===== src/rtl/ivt_pkg.sv =====
package ivt_pkg;

    // Register addresses; the bench and software rely on these values.
    localparam int REG_RUN    = 0;
    localparam int REG_RELOAD = 1;
    localparam int REG_STATUS = 2;

    // Counter sequencing states.
    typedef enum logic [1:0] {
        ST_STOP = 2'd0,
        ST_RUN  = 2'd1,
        ST_WRAP = 2'd2
    } ctr_state_t;

endpackage


===== src/rtl/ivt_regs.sv =====
module ivt_regs
    import ivt_pkg::*;
#(
    parameter int ADDR_W = 2,
    parameter int DATA_W = 16,
    parameter int CNT_W  = 16
) (
    input  logic              clk,
    input  logic              rst_n,
    input  logic              wr_en,
    input  logic [ADDR_W-1:0] wr_addr,
    input  logic [DATA_W-1:0] wr_data,
    input  logic [ADDR_W-1:0] rd_addr,
    input  logic              flag,
    output logic [DATA_W-1:0] rd_data,
    output logic              run_q,
    output logic [CNT_W-1:0]  reload_q,
    output logic              reload_wr,
    output logic              status_clr
);

    localparam logic [ADDR_W-1:0] A_RUN    = ADDR_W'(REG_RUN);
    localparam logic [ADDR_W-1:0] A_RELOAD = ADDR_W'(REG_RELOAD);
    localparam logic [ADDR_W-1:0] A_STATUS = ADDR_W'(REG_STATUS);

    logic run_wr;

    // Write decode
    assign run_wr     = wr_en && (wr_addr == A_RUN);
    assign reload_wr  = wr_en && (wr_addr == A_RELOAD);
    assign status_clr = wr_en && (wr_addr == A_STATUS) && wr_data[0];

    always_ff @(posedge clk or negedge rst_n) begin
        if (!rst_n) begin
            run_q <= 1'b0;
        end else if (run_wr) begin
            run_q <= wr_data[0];
        end
    end

    always_ff @(posedge clk or negedge rst_n) begin
        if (!rst_n) begin
            reload_q <= '0;
        end else if (reload_wr) begin
            reload_q <= wr_data[CNT_W-1:0];
        end
    end

    // Read mux: unused bits and addresses return zero
    always_comb begin
        rd_data = '0;
        case (rd_addr)
            A_RUN:    rd_data = DATA_W'(run_q);
            A_RELOAD: rd_data = DATA_W'(reload_q);
            A_STATUS: rd_data = DATA_W'(flag);
            default:  rd_data = '0;
        endcase
    end

endmodule


===== src/rtl/ivt_prescale.sv =====
module ivt_prescale #(
    parameter int PRE_W = 4
) (
    input  logic clk,
    input  logic rst_n,
    input  logic run,
    input  logic tick_en,
    output logic tick
);

    localparam logic [PRE_W-1:0] PRE_LAST = '1;
    localparam logic [PRE_W-1:0] PRE_ONE  = PRE_W'(1);

    logic [PRE_W-1:0] pre_q;

    // Cleared while stopped so every start sees a full division period
    always_ff @(posedge clk or negedge rst_n) begin
        if (!rst_n) begin
            pre_q <= '0;
        end else if (!run) begin
            pre_q <= '0;
        end else if (tick_en) begin
            pre_q <= pre_q + PRE_ONE;
        end
    end

    assign tick = run && tick_en && (pre_q == PRE_LAST);

endmodule


===== src/rtl/ivt_ctr_fsm.sv =====
module ivt_ctr_fsm
    import ivt_pkg::*;
#(
    parameter int CNT_W = 16
) (
    input  logic             clk,
    input  logic             rst_n,
    input  logic             run,
    input  logic             tick,
    input  logic             reload_wr,
    input  logic [CNT_W-1:0] reload_wdata,
    input  logic [CNT_W-1:0] reload_q,
    output logic [CNT_W-1:0] cnt,
    output logic             ovf_evt
);

    localparam logic [CNT_W-1:0] CNT_TOP = '1;
    localparam logic [CNT_W-1:0] CNT_ONE = CNT_W'(1);

    ctr_state_t st_q, st_nx;

    // State register
    always_ff @(posedge clk or negedge rst_n) begin
        if (!rst_n) begin
            st_q <= ST_STOP;
        end else begin
            st_q <= st_nx;
        end
    end

    // Next state and overflow event
    always_comb begin
        st_nx   = st_q;
        ovf_evt = 1'b0;
        unique case (st_q)
            ST_STOP: begin
                if (run) begin
                    st_nx = ST_RUN;
                end
            end
            ST_RUN: begin
                if (tick && (cnt == CNT_TOP)) begin
                    ovf_evt = 1'b1;
                    st_nx   = ST_WRAP;
                end else if (!run) begin
                    st_nx = ST_STOP;
                end
            end
            ST_WRAP: begin
                st_nx = run ? ST_RUN : ST_STOP;
            end
            default: st_nx = ST_STOP;
        endcase
    end

    // Counter: software load beats the wrap reload, which beats counting
    always_ff @(posedge clk or negedge rst_n) begin
        if (!rst_n) begin
            cnt <= '0;
        end else if (reload_wr) begin
            cnt <= reload_wdata;
        end else if (st_q == ST_WRAP) begin
            cnt <= reload_q;
        end else if ((st_q == ST_RUN) && tick && (cnt != CNT_TOP)) begin
            cnt <= cnt + CNT_ONE;
        end
    end

endmodule


===== src/rtl/ivt_status.sv =====
module ivt_status (
    input  logic clk,
    input  logic rst_n,
    input  logic set,
    input  logic clr,
    output logic flag
);

    // A set on the same edge as a clear wins
    always_ff @(posedge clk or negedge rst_n) begin
        if (!rst_n) begin
            flag <= 1'b0;
        end else if (set) begin
            flag <= 1'b1;
        end else if (clr) begin
            flag <= 1'b0;
        end
    end

endmodule


===== src/rtl/ivt_top.sv =====
module ivt_top
    import ivt_pkg::*;
#(
    parameter int ADDR_W = 2,
    parameter int DATA_W = 16,
    parameter int CNT_W  = 16,
    parameter int PRE_W  = 4
) (
    input  logic              clk,
    input  logic              rst_n,
    input  logic              tick_en,
    input  logic              wr_en,
    input  logic [ADDR_W-1:0] wr_addr,
    input  logic [DATA_W-1:0] wr_data,
    input  logic [ADDR_W-1:0] rd_addr,
    output logic [DATA_W-1:0] rd_data,
    output logic              irq
);

    logic             run_q;
    logic [CNT_W-1:0] reload_q;
    logic             reload_wr;
    logic             status_clr;
    logic             tick;
    logic [CNT_W-1:0] cnt;
    logic             ovf_evt;
    logic             flag;

    ivt_regs #(
        .ADDR_W (ADDR_W),
        .DATA_W (DATA_W),
        .CNT_W  (CNT_W)
    ) u_regs (
        .clk        (clk),
        .rst_n      (rst_n),
        .wr_en      (wr_en),
        .wr_addr    (wr_addr),
        .wr_data    (wr_data),
        .rd_addr    (rd_addr),
        .flag       (flag),
        .rd_data    (rd_data),
        .run_q      (run_q),
        .reload_q   (reload_q),
        .reload_wr  (reload_wr),
        .status_clr (status_clr)
    );

    ivt_prescale #(
        .PRE_W (PRE_W)
    ) u_pre (
        .clk     (clk),
        .rst_n   (rst_n),
        .run     (run_q),
        .tick_en (tick_en),
        .tick    (tick)
    );

    ivt_ctr_fsm #(
        .CNT_W (CNT_W)
    ) u_ctr (
        .clk          (clk),
        .rst_n        (rst_n),
        .run          (run_q),
        .tick         (tick),
        .reload_wr    (reload_wr),
        .reload_wdata (wr_data[CNT_W-1:0]),
        .reload_q     (reload_q),
        .cnt          (cnt),
        .ovf_evt      (ovf_evt)
    );

    ivt_status u_stat (
        .clk   (clk),
        .rst_n (rst_n),
        .set   (ovf_evt),
        .clr   (status_clr),
        .flag  (flag)
    );

    assign irq = flag;

endmodule


===== config.mk =====
export PLATFORM = sky130hd
export DESIGN_NAME = ivt_top
export DESIGN_NICKNAME = d
export VERILOG_FILES = /design/src/rtl/ivt_pkg.sv /design/src/rtl/ivt_regs.sv /design/src/rtl/ivt_prescale.sv /design/src/rtl/ivt_ctr_fsm.sv /design/src/rtl/ivt_status.sv /design/src/rtl/ivt_top.sv
export SDC_FILE = /design/constraint.sdc
export NUM_CORES = 1
export LEC_CHECK = 0
export BUFFER_PORTS_ARGS = -buffer_cell sky130_fd_sc_hd__buf_4
export CAP_MARGIN = 20
export CORE_UTILIZATION = 40
export DETAILED_ROUTE_END_ITERATION = 8
export MAX_ROUTING_LAYER = met4
export PLACE_DENSITY_LB_ADDON = 0.05
export SLEW_MARGIN = 10
export SYNTH_ARGS = -nofsm -noshare
export SYNTH_HDL_FRONTEND = slang
export SYNTH_SLANG_ARGS = --single-unit

===== constraint.sdc =====
create_clock -name clk -period 3.4 [get_ports clk]
set_clock_uncertainty 0.2 [all_clocks]
set_input_delay 0.68 -clock clk [delete_from_list [all_inputs] [get_ports clk]]
set_output_delay 0.68 -clock clk [all_outputs]
set_load 0.02 [all_outputs]

==> results of run 1 <==
-- critical path: cells and delay by family --
kind,cells,cell delay (ns)
AND/OR/NAND/NOR,2,0.56
buffers and inverters,3,0.51
-- power by group --
part	internal, W	leakage (nW)	switching (W)	total [W]
combinational	0.000119	0.703	0.000117	0.000235
sequential	0.000550	0.502	0.0000768	0.000627
clock	0.000181	0.0503	0.000170	0.000352
-- cell type report --
cell class	instances	area, um2
fill	560	2730
multi-input combinational	206	1210
sequential	40	1000
timing repair buffer	45	338
clock buffer	7	96.3
tap	72	90.1
inverter	3	11.3
-- final timing paths --
kind / startpoint / end / cells after the start
max: rd_addr[1] / rd_data[3] / 5
min reg2reg: u_ctr.cnt[6] / u_ctr.cnt[6] / 1
max reg2reg: u_ctr.cnt[0] / u_ctr.cnt[11] / 6
min in group clk: u_ctr.cnt[6] / u_ctr.cnt[6] / 1
min: rst_n / u_pre.pre_q[0] / 1
max in group asynchronous: rst_n / u_ctr.cnt[6] / 1
-- Yosys cell counts, drive strengths merged (3+ instances only) --
library cell	instances	area share
o21ai	14	0.031
a22oi	5	0.017
a31oi	3	0.0083
dfrtp	40	0.44
buf	3	0.0072
nand3	9	0.020
nand4	5	0.014
xnor2	5	0.019
nand3b	3	0.0099
nor2	19	0.031
o211ai	3	0.0099
nor3	5	0.013
nor2b	3	0.0083
clkbuf	8	0.013
and2	18	0.050
nor4	4	0.011
inv	3	0.0050
nand2	61	0.10
a211oi	3	0.0099
mux2	4	0.020
or3	3	0.010
-- kinds of logic (layout without fill, tap and decap cells) --
logic type / count (synthesis) / count (layout) / synth area share
buffers and inverters: 14 / 55 / 0.0254
xor gates and xnor gates: 7 / 7 / 0.0270
AOI/OAI and AO/OA: 53 / 53 / 0.171
DFF: 40 / 40 / 0.442
adders and majority gates: 2 / 2 / 0.0110
muxes: 6 / 6 / 0.0287
and+or+nand+nor: 138 / 138 / 0.295
-- sequential cells by signal (all words and copies together) (netlist names) --
name / count
u_stat.flag: 1
u_regs.reload_q: 16
u_pre.pre_q: 4
u_ctr.st_q: 2
u_ctr.cnt: 16
u_regs.run_q: 1
-- through the flow --
step / power, W / instances / utilization / instance area [um2]
2_1_floorplan: 0.000772 / 260 / - / 2270
3_3_place_gp: 0.000865 / 365 / 0.483 / 2640
3_5_place_dp: 0.000870 / 365 / 0.483 / 2640
4_1_cts: 0.00122 / 372 / 0.500 / 2740
5_1_grt: 0.00128 / 373 / 0.502 / 2750
6_report: 0.00121 / 373 / 0.502 / 2750
-- per-layer routing --
metal	vias to the layer above	share of wire	track usage	wire length, um
met1	965	0.50	0.290	2840
met4	0	0.015	0.0642	83
li1	1015	-	-	-
met2	42	0.46	0.327	2600
met3	10	0.033	0.0429	187
met5	-	0	-	0
==> results.tsv, run 1 <==
metric	value	unit
cp-start-kind	input port	
postRouteAntennaNets	0	
rsz0062_at_grt	false	
grt_antenna_before_repair	0	
vias	2032	
status	finished, final reports clean	
clk_latency	0.29	ns
async_flop_share	1.00	
timing.fmax	0.379	GHz
drv_cap	0	
critPathSlowestCell	nor2b_1	
htree_num_levels	2	
ir_drop	0.000220	V
max_stage_delay	0.42	ns
fin_crit	2.64	ns
hold_class	input port to asynchronous set/reset pin	
final_cell_mix	nand2_1 (60), buf_4 (45), dfrtp_1 (40), nor2_1 (19), and2_1 (18)	
placementRows	27	
worst_pin_slew	0.699	ns
grt_usage	0.215	
setup_viol	0	
drt-total-wl	5710	um
synth_cell_types	55	
overflow	0	
syn-cell-area	2270	um2
diodes	0	
viasPerCell	5.45	
place_ws	0.458	ns
hpwl	3960	um
portBuffers	40	
min_period_over_period	0.776	
cts-buffers-inserted	5	
hold_viol	0	
slew_headroom	0.532	
synth_edf_count	0	
postCtsSetupBuffers	0	
drive_gt1_frac	0.206	
grt_max_degree	41	
wl_per_cell	15.3	um
cts-root-buf	clkbuf_8	
drt_iter0_drc	100	
setup_ws	0.761	ns
cts_buffer_depth	2	
final_net_count	327	
seq_area_frac_synth	0.442	
arrival	1.76	ns
yosysWarningCount	0	
worst_path_most_repeated_cell	buf_4	
fp.dieH	77.3	um
slew_violations	0	
die-area	5970	um2
clock-sinks	40	
io_pins	41	
ys_ff_latch	40	
grt_pass1_vias	1992	
cp-end-kind	output port	
globalplace.congestion	0.858	
cts.hold.buffers_added	0	
clkTransAtPathRegs	0.08	ns
p_leak	1.26	nW
core	5470	um2
tns	0	ns
syn2layout_area_growth	21.1	%
cts_tree	yes	
synth_nets	286	
synthFlopType	dfrtp_1	
cp_max_fo	8	
cp_cell_sequence	buf_4 -> nor2b_1 -> buf_4 -> and2_1 -> buf_4	
ff2ff_setup_slack	0.94	ns
worstSetupPathType	input port to output port	
firstDrtPassIters	6	
required	2.52	ns
hold_slack	0.151	ns
drc_errors	0	
cts.repair.resized	0	
die_x	77.3	um
final_common_cell	nand2_1	
grt_pass1_wl	9760	um
avgSynthCellArea	8.72	um2
powerDensity	442	nW/um2
initial_core_util	0.414	
synthCells	260	
(Power assumes the default switching activity.)
==> inputs of run 2 (changes only) <==
- clock period: 3.4 -> 2.5 ns (I/O delays scaled with it)
==> results.tsv, run 2 (same netlist as run 1, synthesis figures left out) <==
metric	value	unit	change
status	complete, but fails checks		
failed_checks	design-rule violations		
overflow	0		unchanged
postRouteAntennaNets	0		unchanged
use_met3	0.0476		+0.00476
slew_violations	0		unchanged
placementRows	27		unchanged
hold_viol	0		unchanged
final_cell_mix	nand2_1 (60), buf_4 (51), dfrtp_1 (40), nor2_1 (19), and2_1 (18)		
cp_cell_sequence	ha_1 -> nand3_1 -> nor2_1 -> a21oi_2 -> nor2_1 -> buf_4 -> o2bb2ai_1		
met2_usage	0.313		-0.0133
r2r-start	u_ctr.cnt[0]		
drc_errors	2		+2
core	5470	um2	unchanged
clock-sinks	40		unchanged
final_net_count	334		+2.1%
drt-total-wl	5680	um	-0.42%
max_stage_delay	0.44	ns	+0.02 ns
top_regs	u_ctr.cnt: 16 flops, u_regs.reload_q: 16 flops, u_pre.pre_q: 4 flops		
hold_class	input port to flip-flop		
portBuffers	40		unchanged
cp-end-kind	flip-flop		
critPathLaunch	u_ctr.cnt[0]		
vias	2024		-0.39%
fp.dieH	77.3	um	unchanged
grtUsageMet1	0.290		about the same
cts_buffer_depth	2		unchanged
ff2ff_setup_slack	0.22	ns	-0.72 ns
worstSetupPathType	flip-flop to flip-flop		
fin_crit	2.28	ns	
worstHoldStart	wr_data[10]		
setup_viol	0		unchanged
hold_end	u_regs.reload_q[10]		
combPwrFrac	0.199		+0.005
cts-buffers-inserted	5		unchanged
drt_iter0_drc	119		+19%
slew_headroom	0.582		+0.0492
htree_num_levels	2		unchanged
busiest_layer	met2		
grt_usage	0.216		+0.000430
wl_per_cell	15.0	um	-2.3%
whs_path_depth	3		
seq_power_share	0.514		-0.003
syn2layout_area_growth	23.7	%	
postCtsSetupBuffers	0		unchanged
grt_pass1_wl	9690	um	-0.64%
cpLargestDelayFamily	simple AND/OR/NAND/NOR gates		
die_x	77.3	um	unchanged
min_period_over_period	0.912		
utilization	0.512		+0.0107
grt_pass1_vias	1939		-2.7%
die-area	5970	um2	unchanged
grt_max_degree	41		unchanged
arrival	2.26	ns	+0.50 ns
cp-start-kind	flip-flop		
p_leak	1.29	nW	+2.7%
p_clk_frac	0.287		-0.003
required	2.48	ns	-0.04 ns
rsz0062_at_grt	false		
tns	0	ns	unchanged
final_common_cell	nand2_1		
rr_worst_depth	7		+1
drive_gt1_frac	0.227		+0.0213
path_buf_inv	1		-2
ir_drop	0.000265	V	+20%
hold_slack	0.198	ns	+0.0470 ns
firstDrtPassIters	6		unchanged
powerDensity	589	nW/um2	+33%
p_sw_frac	0.297		-0.00303
diodes	0		unchanged
fillerInstances	537		-4.1%
critPathSlowestCell	dfrtp_1		
worst_path_most_repeated_cell	nor2_1		
viasPerCell	5.33		-2.2%
rr_endpoint	u_ctr.cnt[9]		
worst_pin_slew	0.625	ns	-0.0745 ns
p_switching	0.000490	W	+35%
p_int	0.00116	W	+37%
drv_cap	0		unchanged
grt_antenna_before_repair	0		unchanged
timing.fmax	0.439	GHz	
initial_core_util	0.414		unchanged
cp_max_fo	6		-2
cts-root-buf	clkbuf_8		
cts_tree	yes		
globalplace.congestion	0.801		-6.7%
hpwl	4040	um	+2.0%
clkTransAtPathRegs	0.08	ns	about the same
clk_latency	0.29	ns	about the same
io_pins	41		unchanged
run 2: power by group through the flow:
stage          registers (W)  logic [W]  clock network, W
6_report            0.000849   0.000329          0.000474
5_1_grt             0.000867   0.000375          0.000508
4_1_cts             0.000848   0.000336          0.000487
3_5_place_dp        0.000859   0.000334                 0
3_3_place_gp        0.000857   0.000328                 0
2_1_floorplan       0.000834   0.000216                 0
run 2: how the worst max path moves through the flow:
stage                    end  depth (start not counted)
3_3_place_gp      rd_data[2]                          4
5_1_grt         u_ctr.cnt[9]                          7
2_1_floorplan  u_ctr.cnt[11]                          7
6_report        u_ctr.cnt[9]                          7
3_5_place_dp      rd_data[2]                          4
4_1_cts         u_ctr.cnt[9]                          7
run 2: final cells by class:
cell class                 count  area [um2]  share of cell area
tap                           72        90.1              0.0321
sequential                    40        1000               0.357
timing repair buffer          52         393               0.140
clock buffer                   7        96.3              0.0344
inverter                       3        11.3             0.00402
multi-input combinational    206        1210               0.432
run 2: per-layer routing:
layer / wire length, um / vias up
li1: - / 1023
met1: 2720 / 952
met2: 2620 / 41
met3: 238 / 8
met4: 110 / 0
met5: 0 / -
run 2: worst min-delay path, delay by kind of cell:
family        cells  cell delay [ns]
buf+inv           1             0.08
simple gates      2             0.08
run 2: repair_timing:
item / in CTS / in global routing
endpoints found under the setup margin: 15 / 1
endpoints found under the hold margin: 39 / 0
gates resized for setup: 1 / 1
hold buffers: 1 / 0
run 2: through the flow:
stage	power, W	cell area, um2	std cells	worst slack, ns
2_1_floorplan	0.00105	2270	260	0.397
3_3_place_gp	0.00119	2690	372	-0.0698
3_5_place_dp	0.00119	2690	372	-0.101
4_1_cts	0.00167	2800	380	0.204
5_1_grt	0.00175	2800	380	0.0608
6_report	0.00165	2800	380	0.220
